<file path="src/rtl/vseq_pkg.sv">
package vseq_pkg;

    typedef enum logic [1:0] {
        MC_SIMPLE = 2'd0,
        MC_REDUCE = 2'd1,
        MC_SAT    = 2'd2,
        MC_FFIRST = 2'd3
    } mclass_e;

    typedef enum logic [1:0] {
        ST_IDLE = 2'd0,
        ST_RUN  = 2'd1,
        ST_DONE = 2'd2
    } seq_state_e;

    typedef struct packed {
        mclass_e    mclass;
        logic       illegal;
        logic       dz;
        logic       sz;
        logic       rev;
        logic       sat_signed;
        logic       ff_incl;
        logic       ff_inv;
        logic [1:0] ff_crsel;
        logic       ff_rc1;
    } mode_dec_t;

endpackage

</file>
<file path="src/rtl/vseq_mode_dec.sv">
module vseq_mode_dec
    import vseq_pkg::*;
(
    input  logic [4:0] mode_i,
    input  logic       rc_i,
    output mode_dec_t  dec_o
);

    always_comb begin
        dec_o = '0;
        unique case (mode_i[4:3])
            2'b00: begin
                if (!mode_i[2]) begin
                    dec_o.mclass = MC_SIMPLE;
                    dec_o.dz     = mode_i[1];
                    dec_o.sz     = mode_i[0];
                end else begin
                    dec_o.mclass  = MC_REDUCE;
                    dec_o.rev     = mode_i[1];
                    dec_o.illegal = mode_i[0];
                end
            end
            2'b10: begin
                dec_o.mclass     = MC_SAT;
                dec_o.sat_signed = mode_i[2];
                dec_o.dz         = mode_i[1];
                dec_o.sz         = mode_i[0];
            end
            2'b01, 2'b11: begin
                dec_o.mclass  = MC_FFIRST;
                dec_o.ff_incl = mode_i[4];
                dec_o.ff_inv  = mode_i[2];
                if (rc_i) begin
                    dec_o.ff_crsel = mode_i[1:0];
                end else begin
                    dec_o.dz     = mode_i[1];
                    dec_o.sz     = mode_i[1];
                    dec_o.ff_rc1 = mode_i[0];
                end
            end
            default: dec_o = '0;
        endcase
    end


    always_comb begin
        illegal_only_reduce_chk: assert (!dec_o.illegal || dec_o.mclass == MC_REDUCE);
    end

endmodule

</file>
<file path="src/rtl/vseq_idx_walk.sv">
module vseq_idx_walk #(
    parameter int MAXVL = 64,
    parameter int IW    = $clog2(MAXVL),
    parameter int VLW   = $clog2(MAXVL + 1)
) (
    input  logic           clk_i,
    input  logic           rst_ni,
    input  logic           load_i,
    input  logic           rev_i,
    input  logic [VLW-1:0] vl_i,
    input  logic           step_i,
    output logic [IW-1:0]  idx_o,
    output logic           last_o
);

    logic [IW-1:0]  idx_q;
    logic [VLW-1:0] left_q;
    logic           rev_q;

    always_ff @(posedge clk_i or negedge rst_ni) begin
        if (!rst_ni) begin
            idx_q  <= '0;
            left_q <= '0;
            rev_q  <= 1'b0;
        end else if (load_i) begin
            rev_q  <= rev_i;
            left_q <= vl_i;
            idx_q  <= rev_i ? IW'(vl_i - VLW'(1)) : '0;
        end else if (step_i) begin
            left_q <= left_q - VLW'(1);
            idx_q  <= rev_q ? (idx_q - IW'(1)) : (idx_q + IW'(1));
        end
    end

    assign idx_o  = idx_q;
    assign last_o = (left_q == VLW'(1));


    no_underflow_chk: assert property (@(posedge clk_i) disable iff (!rst_ni)
        step_i |-> (left_q > VLW'(1)));

endmodule

</file>
<file path="src/rtl/vec_elem_seq.sv">
module vec_elem_seq
    import vseq_pkg::*;
#(
    parameter int   MAXVL = 64,
    localparam int  IW    = $clog2(MAXVL),
    localparam int  VLW   = $clog2(MAXVL + 1)
) (
    input  logic             clk_i,
    input  logic             rst_ni,
    input  logic             start_i,
    input  logic [4:0]       mode_i,
    input  logic             rc_i,
    input  logic [VLW-1:0]   vl_i,
    input  logic             pred_en_i,
    input  logic [MAXVL-1:0] pred_i,
    input  logic             scalar_dst_i,
    input  logic             stop_i,
    output logic             busy_o,
    output logic             issue_o,
    output logic [IW-1:0]    elem_idx_o,
    output logic             zero_dst_o,
    output logic             chain_o,
    output logic             done_o,
    output logic [1:0]       mclass_o,
    output logic             illegal_o,
    output logic             dz_o,
    output logic             sz_o,
    output logic             reverse_o,
    output logic             sat_signed_o,
    output logic             ff_incl_o,
    output logic             ff_inv_o,
    output logic [1:0]       ff_crsel_o,
    output logic             ff_rc1_o
);

    seq_state_e       st_q, st_d;
    mode_dec_t        dec_w, dec_q;
    logic [MAXVL-1:0] pred_q;
    logic             scalar_q;
    logic             any_iss_q;
    logic [VLW-1:0]   vl_eff_w;
    logic             start_ok_w, load_w, step_w, end_w;
    logic             cur_act_w, issue_w;
    logic [IW-1:0]    idx_w;
    logic             last_w;

    vseq_mode_dec u_dec (
        .mode_i (mode_i),
        .rc_i   (rc_i),
        .dec_o  (dec_w)
    );

    assign vl_eff_w   = (vl_i > VLW'(MAXVL)) ? VLW'(MAXVL) : vl_i;
    assign start_ok_w = (st_q == ST_IDLE) && start_i;
    assign load_w     = start_ok_w && (vl_eff_w != '0) && !dec_w.illegal;

    vseq_idx_walk #(.MAXVL(MAXVL), .IW(IW), .VLW(VLW)) u_walk (
        .clk_i  (clk_i),
        .rst_ni (rst_ni),
        .load_i (load_w),
        .rev_i  (dec_w.rev),
        .vl_i   (vl_eff_w),
        .step_i (step_w),
        .idx_o  (idx_w),
        .last_o (last_w)
    );

    assign cur_act_w = pred_q[idx_w];
    assign issue_w   = (st_q == ST_RUN) && (cur_act_w || dec_q.dz);
    assign end_w     = stop_i || last_w
                     || (scalar_q && (dec_q.mclass != MC_REDUCE) && issue_w);
    assign step_w    = (st_q == ST_RUN) && !end_w;

    // state register
    always_ff @(posedge clk_i or negedge rst_ni) begin
        if (!rst_ni) begin
            st_q <= ST_IDLE;
        end else begin
            st_q <= st_d;
        end
    end

    // next state
    always_comb begin
        st_d = st_q;
        unique case (st_q)
            ST_IDLE: begin
                if (start_i) begin
                    st_d = ((vl_eff_w == '0) || dec_w.illegal) ? ST_DONE : ST_RUN;
                end
            end
            ST_RUN: begin
                if (end_w) begin
                    st_d = ST_DONE;
                end
            end
            ST_DONE: st_d = ST_IDLE;
            default: st_d = ST_IDLE;
        endcase
    end

    // context latched at start
    always_ff @(posedge clk_i or negedge rst_ni) begin
        if (!rst_ni) begin
            dec_q     <= '0;
            pred_q    <= '0;
            scalar_q  <= 1'b0;
            any_iss_q <= 1'b0;
        end else if (start_ok_w) begin
            dec_q     <= dec_w;
            pred_q    <= pred_en_i ? pred_i : '1;
            scalar_q  <= scalar_dst_i;
            any_iss_q <= 1'b0;
        end else if (issue_w) begin
            any_iss_q <= 1'b1;
        end
    end

    // outputs
    always_comb begin
        busy_o       = (st_q == ST_RUN);
        done_o       = (st_q == ST_DONE);
        issue_o      = issue_w;
        elem_idx_o   = idx_w;
        zero_dst_o   = issue_w && !cur_act_w;
        chain_o      = issue_w && (dec_q.mclass == MC_REDUCE) && any_iss_q;
        mclass_o     = dec_q.mclass;
        illegal_o    = dec_q.illegal;
        dz_o         = dec_q.dz;
        sz_o         = dec_q.sz;
        reverse_o    = dec_q.rev;
        sat_signed_o = dec_q.sat_signed;
        ff_incl_o    = dec_q.ff_incl;
        ff_inv_o     = dec_q.ff_inv;
        ff_crsel_o   = dec_q.ff_crsel;
        ff_rc1_o     = dec_q.ff_rc1;
    end


    issue_in_run_chk: assert property (@(posedge clk_i) disable iff (!rst_ni)
        issue_o |-> busy_o);


    fwd_step_chk: assert property (@(posedge clk_i) disable iff (!rst_ni)
        (busy_o && $past(busy_o) && !reverse_o) |-> (elem_idx_o == $past(elem_idx_o) + IW'(1)));


    rev_step_chk: assert property (@(posedge clk_i) disable iff (!rst_ni)
        (busy_o && $past(busy_o) && reverse_o) |-> (elem_idx_o == $past(elem_idx_o) - IW'(1)));


    zero_needs_dz_chk: assert property (@(posedge clk_i) disable iff (!rst_ni)
        zero_dst_o |-> (issue_o && dz_o));


    chain_reduce_chk: assert property (@(posedge clk_i) disable iff (!rst_ni)
        chain_o |-> (issue_o && mclass_o == 2'd1));


    illegal_no_issue_chk: assert property (@(posedge clk_i) disable iff (!rst_ni)
        illegal_o |-> !issue_o);


    vl_zero_done_chk: assert property (@(posedge clk_i) disable iff (!rst_ni)
        (st_q == ST_IDLE && start_i && vl_i == '0) |=> (done_o && !issue_o));


    stop_ends_chk: assert property (@(posedge clk_i) disable iff (!rst_ni)
        (busy_o && stop_i) |=> done_o);


    done_pulse_chk: assert property (@(posedge clk_i) disable iff (!rst_ni)
        done_o |=> !done_o);

endmodule

</file>
<file path="config.mk">
export PLATFORM = sky130hd
export DESIGN_NAME = vec_elem_seq
export DESIGN_NICKNAME = d
export VERILOG_FILES = /design/src/rtl/vseq_pkg.sv /design/src/rtl/vseq_mode_dec.sv /design/src/rtl/vseq_idx_walk.sv /design/src/rtl/vec_elem_seq.sv
export SDC_FILE = /design/constraint.sdc
export NUM_CORES = 1
export LEC_CHECK = 0
export ABC_AREA = 1
export BUFFER_PORTS_ARGS = -buffer_cell sky130_fd_sc_hd__buf_2
export CORE_MARGIN = 2
export CORE_UTILIZATION = 50
export CTS_CLUSTER_SIZE = 8
export DETAILED_ROUTE_END_ITERATION = 12
export PLACE_DENSITY = 0.74
export SYNTH_ARGS = -nofsm -noshare
export SYNTH_HDL_FRONTEND = slang
export SYNTH_SLANG_ARGS = --single-unit
</file>
<file path="constraint.sdc">
create_clock -name clk_i -period 3 [get_ports clk_i]
set_input_delay 0.6 -clock clk_i [delete_from_list [all_inputs] [get_ports clk_i]]
set_output_delay 0.6 -clock clk_i [all_outputs]
set_load 0.02 [all_outputs]
</file>
==> results of run 1 <==
[layout make-up]
cell class	count	area [um2]	area share, %
Sequential cell	94	2360	39.3
Multi-Input combinational cell	505	2350	39.1
Timing Repair Buffer	118	717	11.9
Tap cell	133	166	2.77
Inverter	33	139	2.31
Clock inverter	6	134	2.23
Clock buffer	10	128	2.13
Timing Repair inverter	1	11.3	0.188
[routing by layer]
layer / share of wire [%] / global-route usage [%]
met2: 48 / 39.7
met1: 45 / 31.6
met3: 4.7 / 3.38
met4: 1.7 / 7.82
met5: 0 / 0
[worst min path at each step]
stage               startpoint          to  slack, ns  depth (start not counted)
floorplan               rst_ni   any_iss_q       0.30                          0
global placement      scalar_q    scalar_q       0.46                          2
detailed placement    ff_inv_o    ff_inv_o       0.47                          2
CTS                     rst_ni  pred_q[22]       0.23                          1
global route            rst_ni  pred_q[35]       0.25                          1
finish                  rst_ni  pred_q[28]       0.20                          1
[flip-flops by register name, summed over array words and instances (netlist names), 2 cells and up]
signal         count
ff_crsel_o         2
mclass_o           2
pred_q            64
st_q               2
u_walk.idx_o       6
u_walk.left_q      7
[synthesized netlist by cell type]
cell and instances:
sky130_fd_sc_hd__xor2_1 9, sky130_fd_sc_hd__ha_1 8, sky130_fd_sc_hd__inv_2 3, sky130_fd_sc_hd__a21boi_0 1
sky130_fd_sc_hd__o21ai_1 3, sky130_fd_sc_hd__nand2_1 209, sky130_fd_sc_hd__a31oi_1 2, sky130_fd_sc_hd__clkbuf_1 23
sky130_fd_sc_hd__buf_2 4, sky130_fd_sc_hd__a22oi_1 1, sky130_fd_sc_hd__buf_6 6, sky130_fd_sc_hd__nor3_1 2
sky130_fd_sc_hd__a22o_1 1, sky130_fd_sc_hd__o22ai_1 3, sky130_fd_sc_hd__buf_4 5, sky130_fd_sc_hd__nand3_1 75
sky130_fd_sc_hd__buf_1 1, sky130_fd_sc_hd__nand3_2 3, sky130_fd_sc_hd__o21ai_0 88, sky130_fd_sc_hd__xnor2_1 4
sky130_fd_sc_hd__nor2_1 86, sky130_fd_sc_hd__nand2_4 2, sky130_fd_sc_hd__a21oi_1 6, sky130_fd_sc_hd__inv_4 1
sky130_fd_sc_hd__fa_1 1, sky130_fd_sc_hd__inv_1 29, sky130_fd_sc_hd__a21o_1 1, sky130_fd_sc_hd__dfrtp_1 94
[report_power, final]
group,switching [uW],internal [uW],total (uW),leakage (uW)
clock network,452,638,1090,0.000130
registers,444,1890,2340,0.00113
logic,1810,1100,2910,0.00182
total,2700,3640,6340,0.00308
[critical path, stage by stage, from the launching register on]
cell                        delay, ns
sky130_fd_sc_hd__dfrtp_4         0.59
sky130_fd_sc_hd__clkbuf_16       0.21
sky130_fd_sc_hd__nand2_1         0.05
sky130_fd_sc_hd__nand3_1         0.07
sky130_fd_sc_hd__nand3_1         0.10
sky130_fd_sc_hd__nand2_1         0.10
sky130_fd_sc_hd__nand2_1         0.06
sky130_fd_sc_hd__nand3_1         0.09
sky130_fd_sc_hd__nand3_2         0.11
sky130_fd_sc_hd__nand3_2         0.11
sky130_fd_sc_hd__nand2_2         0.06
sky130_fd_sc_hd__inv_1           0.08
sky130_fd_sc_hd__nand3_1         0.06
sky130_fd_sc_hd__inv_1           0.06
sky130_fd_sc_hd__buf_4           0.13
[cells by family after synthesis]
logic type / count (synthesis) / synth area share, %
adder cells (fa/ha/maj): 9 / 2.39
AO/OA/AOI/OAI: 106 / 10.9
XOR/XNOR: 13 / 2.27
AND/OR/NAND/NOR: 377 / 30.8
buffers and inverters: 72 / 6.80
flip-flops: 94 / 46.8
[stage by stage]
stage / power [uW] / setup slack [ns] / instances / utilization, %
floorplan: 4330 / 0.559 / 671 / -
detailed placement: 5030 / 0.312 / 880 / 57.4
global placement: 4930 / 0.396 / 880 / 57.4
CTS: 6130 / 0.0945 / 896 / 60.0
finish: 6340 / 0.150 / 900 / 61.4
global route: 6850 / -0.00465 / 900 / 61.4
[repair_timing]
item | 4_1_cts | 5_1_grt
gates resized for setup | 0 | 22
setup buffers | 0 | 1
endpoints found under the setup margin | 0 | 1
==> flow_summary.yaml, run 1 <==
run_status:
  outcome: "finished clean"
setup_path:
  timing.reg2reg.setup_slack_ns: 0.80
  timing.rr.end: "u_walk.left_q[4]"
  critical_path_destination: "zero_dst_o"
  worstSetupEndpointType: "output pin"
  rr_startpoint: "u_walk.idx_o[0]"
  timing.critical_path.arrival_ns: 2.25
  critPathLaunch: "u_walk.idx_o[0]"
  worst_setup_path_class: "flop to output pin"
  worstPathMaxFanout: 8
  critical_path.startpoint_type: "flop"
  timing.reg2reg.worst_path_depth: 14
  critPathRequiredTime_ns: 2.40
global_routing:
  gr-usage-all-layers_pct: 23.6
  grt_pass1_wl_um: 21000
  grt_pass1_vias: 4502
  antenna_found_initial: 0
  grt_start_max_net_pins: 150
  grt_remaining_overflow: 0
finish:
  drive_above_1_share_pct: 19.6
  area_growth_pct: 19.5
  nets: 854
  final.fill_count: 874
  final_common_cell: "sky130_fd_sc_hd__nand2_1"
  antenna_cells: 0
  final_cell_mix: "207 x sky130_fd_sc_hd__nand2_1, 103 x sky130_fd_sc_hd__buf_2, 92 x sky130_fd_sc_hd__dfrtp_1"
  postLayoutCellArea_um2: 6000
cts:
  worst_setup_hold_path_clk_slew_ns: 0.09
  tritoncts: "built"
  hold_buffers: 0
  cts_sinks: 94
  maximum_clock_path_buffer_count: 2
  clk_root_buffer_cell: "sky130_fd_sc_hd__clkbuf_8"
  clock_tree.htree_level_count: 3
  clkLatencyLatePin_ns: 0.36
  cts_buffers: 9
synth:
  ys_ff_latch: 94
  netlist.top_cell.by_area: "sky130_fd_sc_hd__dfrtp_1"
  synth.yosys.warnings: 0
  synth_area_per_cell_um2: 7.48
  synth.area.top_cells: "sky130_fd_sc_hd__dfrtp_1 47%, sky130_fd_sc_hd__nand2_1 16%, sky130_fd_sc_hd__o21ai_0 8.8%, sky130_fd_sc_hd__nand3_1 7.5%, sky130_fd_sc_hd__nor2_1 6.4%"
  syn-instance-count: 671
  synth-seq-area-share_pct: 46.8
  syn_std_cell_area_um2: 5020
  netlist-cell-type-count: 28
  synth_fp_nets: 763
  netlist.area_leader.share_pct: 46.8
route:
  drt-vias-per-instance: 5.21
  initialDrtViolationCount: 277
  antenna_violating_nets_post_route: 0
  post-route-drc-count: 0
  route.detailed.wl_per_inst_um: 14.2
  detailroute.via_count: 4685
  post_detailed_routing_wire_length_um: 12800
  total_iterations_of_the_first_detailed_routing_run: 5
placement:
  detailedPlacementHpwl_um: 8330
  placed_cell_area_um2: 5610
  port_buffers: 105
  gp_congestion: 0.908
floorplan:
  floorplan.initialDensity_pct: 51.4
  dieArea_um2: 10900
  row_count: 36
  die_w_um: 104
  core_area_um2: 9770
  die-height_um: 104
  design.portCount: 106
timing:
  setup-violations-final: 0
  worst_slew_pin_slew_ns: 0.610
  skew_ns: 0.00887
  slew_violations: 0
  fin_tns_setup_ns: 0
  maxClockFrequency_mhz: 351
  relSlewSlack_pct: 59.3
  final_clock_period_utilization_by_the_worst_path_pct: 95.0
  min_period_ns: 2.85
  hold_slack_ns: 0.204
  final-hold-violation-count: 0
power_and_ir_drop:
  power.density_cell_area_nw_per_um2: 1060
  vdd_drop_max_v: 0.000430
  cellLeakagePower_uw: 0.00308
flow_run:
  maxCapViolCount: 0
min_path:
  min-delay-path-class: "primary input to async pin"
No activity file was read; power rests on OpenSTA's default activity.
==> run 2, diff against run 1 <==
- ABC_AREA: 1 -> default
==> run 2 against run 1 <==
The flow now finishes with violations (setup timing). Largest power group unchanged. Via count down 12%. Sequential power about the same. Sequential share of layout area up 0.12 points. Worst hold slack better by 0.025 ns. Fmax down 9.9%. Final cell count down 13%. Cell area down 0.46%. Global-route usage down 0.58 points. First-iteration DRC count down 29%. Combinational power down 7.9%.
==> flow_summary.yaml, run 2 <==
run_status:
  outcome: "complete, but fails checks"
  violated_checks: "setup timing"
synth:
  synth.yosys.warnings: 0
  async_reset_ff_share_pct: 100
  ys_ff_latch: 94
  synth_top_flop_cell: "sky130_fd_sc_hd__dfrtp_1"
  synth-seq-area-share_pct: 46.9
  netlist.top_cell.by_area: "sky130_fd_sc_hd__dfrtp_1"
  synth-edff-count: 0
  synth.top_cells.by_count: "94 x sky130_fd_sc_hd__dfrtp_1, 85 x sky130_fd_sc_hd__inv_1, 78 x sky130_fd_sc_hd__nor2_1"
  netlist.area_leader.share_pct: 46.9
  synth.area.top_cells: "sky130_fd_sc_hd__dfrtp_1 47%, sky130_fd_sc_hd__a31oi_1 8.6%, sky130_fd_sc_hd__inv_1 6.4%, sky130_fd_sc_hd__nor2_1 5.8%, sky130_fd_sc_hd__mux4_2 3.6%"
  syn_std_cell_area_um2: 5020
  synth_most_common_cell: "sky130_fd_sc_hd__dfrtp_1"
  netlist-cell-type-count: 58
  syn-instance-count: 540
  synth_area_per_cell_um2: 9.29
  synth_fp_nets: 632
power_and_ir_drop:
  p_sw_share_pct: 40.3
  clkPwrFrac_pct: 14.9
  netSwitchingPower_uw: 2380
  p_int_uw: 3520
  power.density_cell_area_nw_per_um2: 987
  comb_power_share_pct: 45.4
  cellLeakagePower_uw: 0.00287
  vdd_drop_max_v: 0.000450
  pwr-share-seq_pct: 39.7
floorplan:
  die_w_um: 104
  floorplan.initialDensity_pct: 51.3
  design.portCount: 106
  dieArea_um2: 10900
  core_area_um2: 9770
  row_count: 36
  die-height_um: 104
timing:
  slew_violations: 0
  setup_repair_after_global_routing_missed_its_margin: "true"
  min_period_ns: 3.16
  relSlewSlack_pct: 57.5
  final-hold-violation-count: 0
  fin_tns_setup_ns: -0.446
  setup-violations-final: 3
  worst_slew_pin_slew_ns: 0.638
  final_critical_path_setup_slack_ns: -0.162
  final_clock_period_utilization_by_the_worst_path_pct: 105
  maxClockFrequency_mhz: 316
  skew_ns: 0.0107
cts:
  maximum_clock_path_buffer_count: 2
  clk_root_buffer_cell: "sky130_fd_sc_hd__clkbuf_8"
  cts_buffers: 9
  clock_tree.htree_level_count: 3
  clkLatencyLatePin_ns: 0.37
  cts_sinks: 94
  tritoncts: "built"
  worst_setup_hold_path_clk_slew_ns: 0.09
  hold_buffers: 0
route:
  detailroute.via_count: 4109
  drt-vias-per-instance: 5.27
  antenna_violating_nets_post_route: 0
  post_detailed_routing_wire_length_um: 11800
  route.detailed.wl_per_inst_um: 15.1
  initialDrtViolationCount: 197
  total_iterations_of_the_first_detailed_routing_run: 5
  post-route-drc-count: 0
global_routing:
  grt_start_max_net_pins: 129
  antenna_found_initial: 0
  gr-usage-all-layers_pct: 23.0
  grt_remaining_overflow: 0
  grt_pass1_wl_um: 20200
  grt_pass1_vias: 4103
min_path:
  min-delay-path-class: "primary input to async pin"
setup_path:
  critical_path.startpoint_type: "flop"
  cell_chain_critical_path: "mux4_2 -> mux2_4 -> a221oi_4 -> o32a_1 -> nor2b_4 -> nor4_2 -> buf_2"
  worstPathMaxFanout: 5
  path_delay_family: "multiplexers"
  critPathRequiredTime_ns: 2.40
  worst_setup_path_class: "flop to output pin"
  worstSetupEndpointType: "output pin"
  cp_slowest_stage_delay_ns: 0.53
  timing.critical_path.arrival_ns: 2.56
  critical_path_buf_inv_count: 1
  critPathSlowestCell: "sky130_fd_sc_hd__mux4_2"
finish:
  final_cell_mix: "103 x sky130_fd_sc_hd__buf_2, 93 x sky130_fd_sc_hd__dfrtp_1, 85 x sky130_fd_sc_hd__inv_1"
  final_common_cell: "sky130_fd_sc_hd__buf_2"
  largest_register_ff_count: 64
  drive_above_1_share_pct: 26.0
  nets: 733
  largest-register: "pred_q"
  antenna_cells: 0
  area_growth_pct: 19.1
  total_area_of_multi_input_combinational_cells_um2: 2200
  final.fill_count: 858
  final-instance-count-excl-fill: 779
  register_area_um2: 2350
placement:
  detailedPlacementHpwl_um: 8690
  dpl_worst_slack_ns: -0.0491
  dp_cells: 761
  port_buffers: 105
  gp_congestion: 0.822
flow_run:
  maxCapViolCount: 0
run 2: cell count changes in the layout (fill, tap and decap cells not counted), sizes merged, moves of 13 or more:
cell   delta
nand2   -175
mux4     +13
inv      +52
a31oi    +67
o21ai    -80
nand3    -66
run 2: worst register-to-register path, cell delays in order (launching register included):
cell and delay [ns]:
sky130_fd_sc_hd__dfrtp_2 0.46, sky130_fd_sc_hd__mux4_2 0.53, sky130_fd_sc_hd__mux2_4 0.30, sky130_fd_sc_hd__a221oi_4 0.30, sky130_fd_sc_hd__buf_4 0.16, sky130_fd_sc_hd__nor3b_2 0.05, sky130_fd_sc_hd__nor3_2 0.24, sky130_fd_sc_hd__buf_4 0.24
sky130_fd_sc_hd__a31oi_1 0.10, sky130_fd_sc_hd__o31a_1 0.24
run 2: logic make-up after synthesis:
family                   synth area share [%]
AO/OA/AOI/OAI                            16.9
XOR/XNOR                                 1.57
adder cells (fa/ha/maj)                  2.39
multiplexers                             8.48
AND/OR/NAND/NOR                          14.2
buffers and inverters                    9.60
flip-flops                               46.9
run 2: metal layers:
metal / wire (um) / vias up / track usage (%) / share of wire [%]
met3: 499 / 16 / 3.63 / 4.2
met1: 5360 / 1926 / 32.0 / 45
met2: 5760 / 111 / 37.2 / 49
met4: 182 / 0 / 7.63 / 1.5
met5: 0 / - / 0 / 0
li1: - / 2056 / - / -
run 2: cell type report:
cell class,instances,area share (%)
clock inverter,6,1.19
multi-input combinational,326,36.9
tap,133,2.79
clock buffer,10,2.30
inverter,86,5.40
timing repair buffer,124,12.0
sequential,94,39.4
run 2: worst paths after layout:
| check | slack [ns] | startpoint | to | cells after the start |
|---|---|---|---|---|
| max | -0.16 | u_walk.idx_o[0] | chain_o | 7 |
| min | 0.23 | rst_ni | pred_q[47] | 1 |
| max reg2reg | 0.27 | u_walk.idx_o[0] | u_walk.left_q[3] | 9 |
| min reg2reg | 0.48 | scalar_q | scalar_q | 2 |
| max in group asynchronous | 2.10 | rst_ni | u_walk.idx_o[0] | 2 |
| min in group clk_i | 0.43 | scalar_dst_i | scalar_q | 3 |
run 2: power groups by stage:
stage	clock network, uW	registers, uW	logic [uW]
CTS	890	2330	2670
global placement	0	2320	2510
floorplan	0	2290	1890
detailed placement	0	2350	2600
finish	878	2340	2680
global route	946	2420	2970
run 2: what timing repair did:
| item | in CTS | in global routing |
|---|---|---|
| setup endpoints to repair | 3 | 3 |
| setup buffers | 2 | 0 |
| gates resized for setup | 11 | 2 |
| pin swaps | 3 | 1 |
| hold endpoints to repair | 0 | 0 |
run 2: through the flow:
step                      hold WS (ns)  util, %  total power [uW]  cell area, um2
after floorplan                  0.304        -              4180            5020
after global placement           0.450     58.5              4830            5720
after detailed placement         0.459     58.5              4950            5720
after CTS                        0.253     61.1              5900            5970
after global routing             0.273     61.1              6340            5970
final                            0.229     61.1              5900            5970
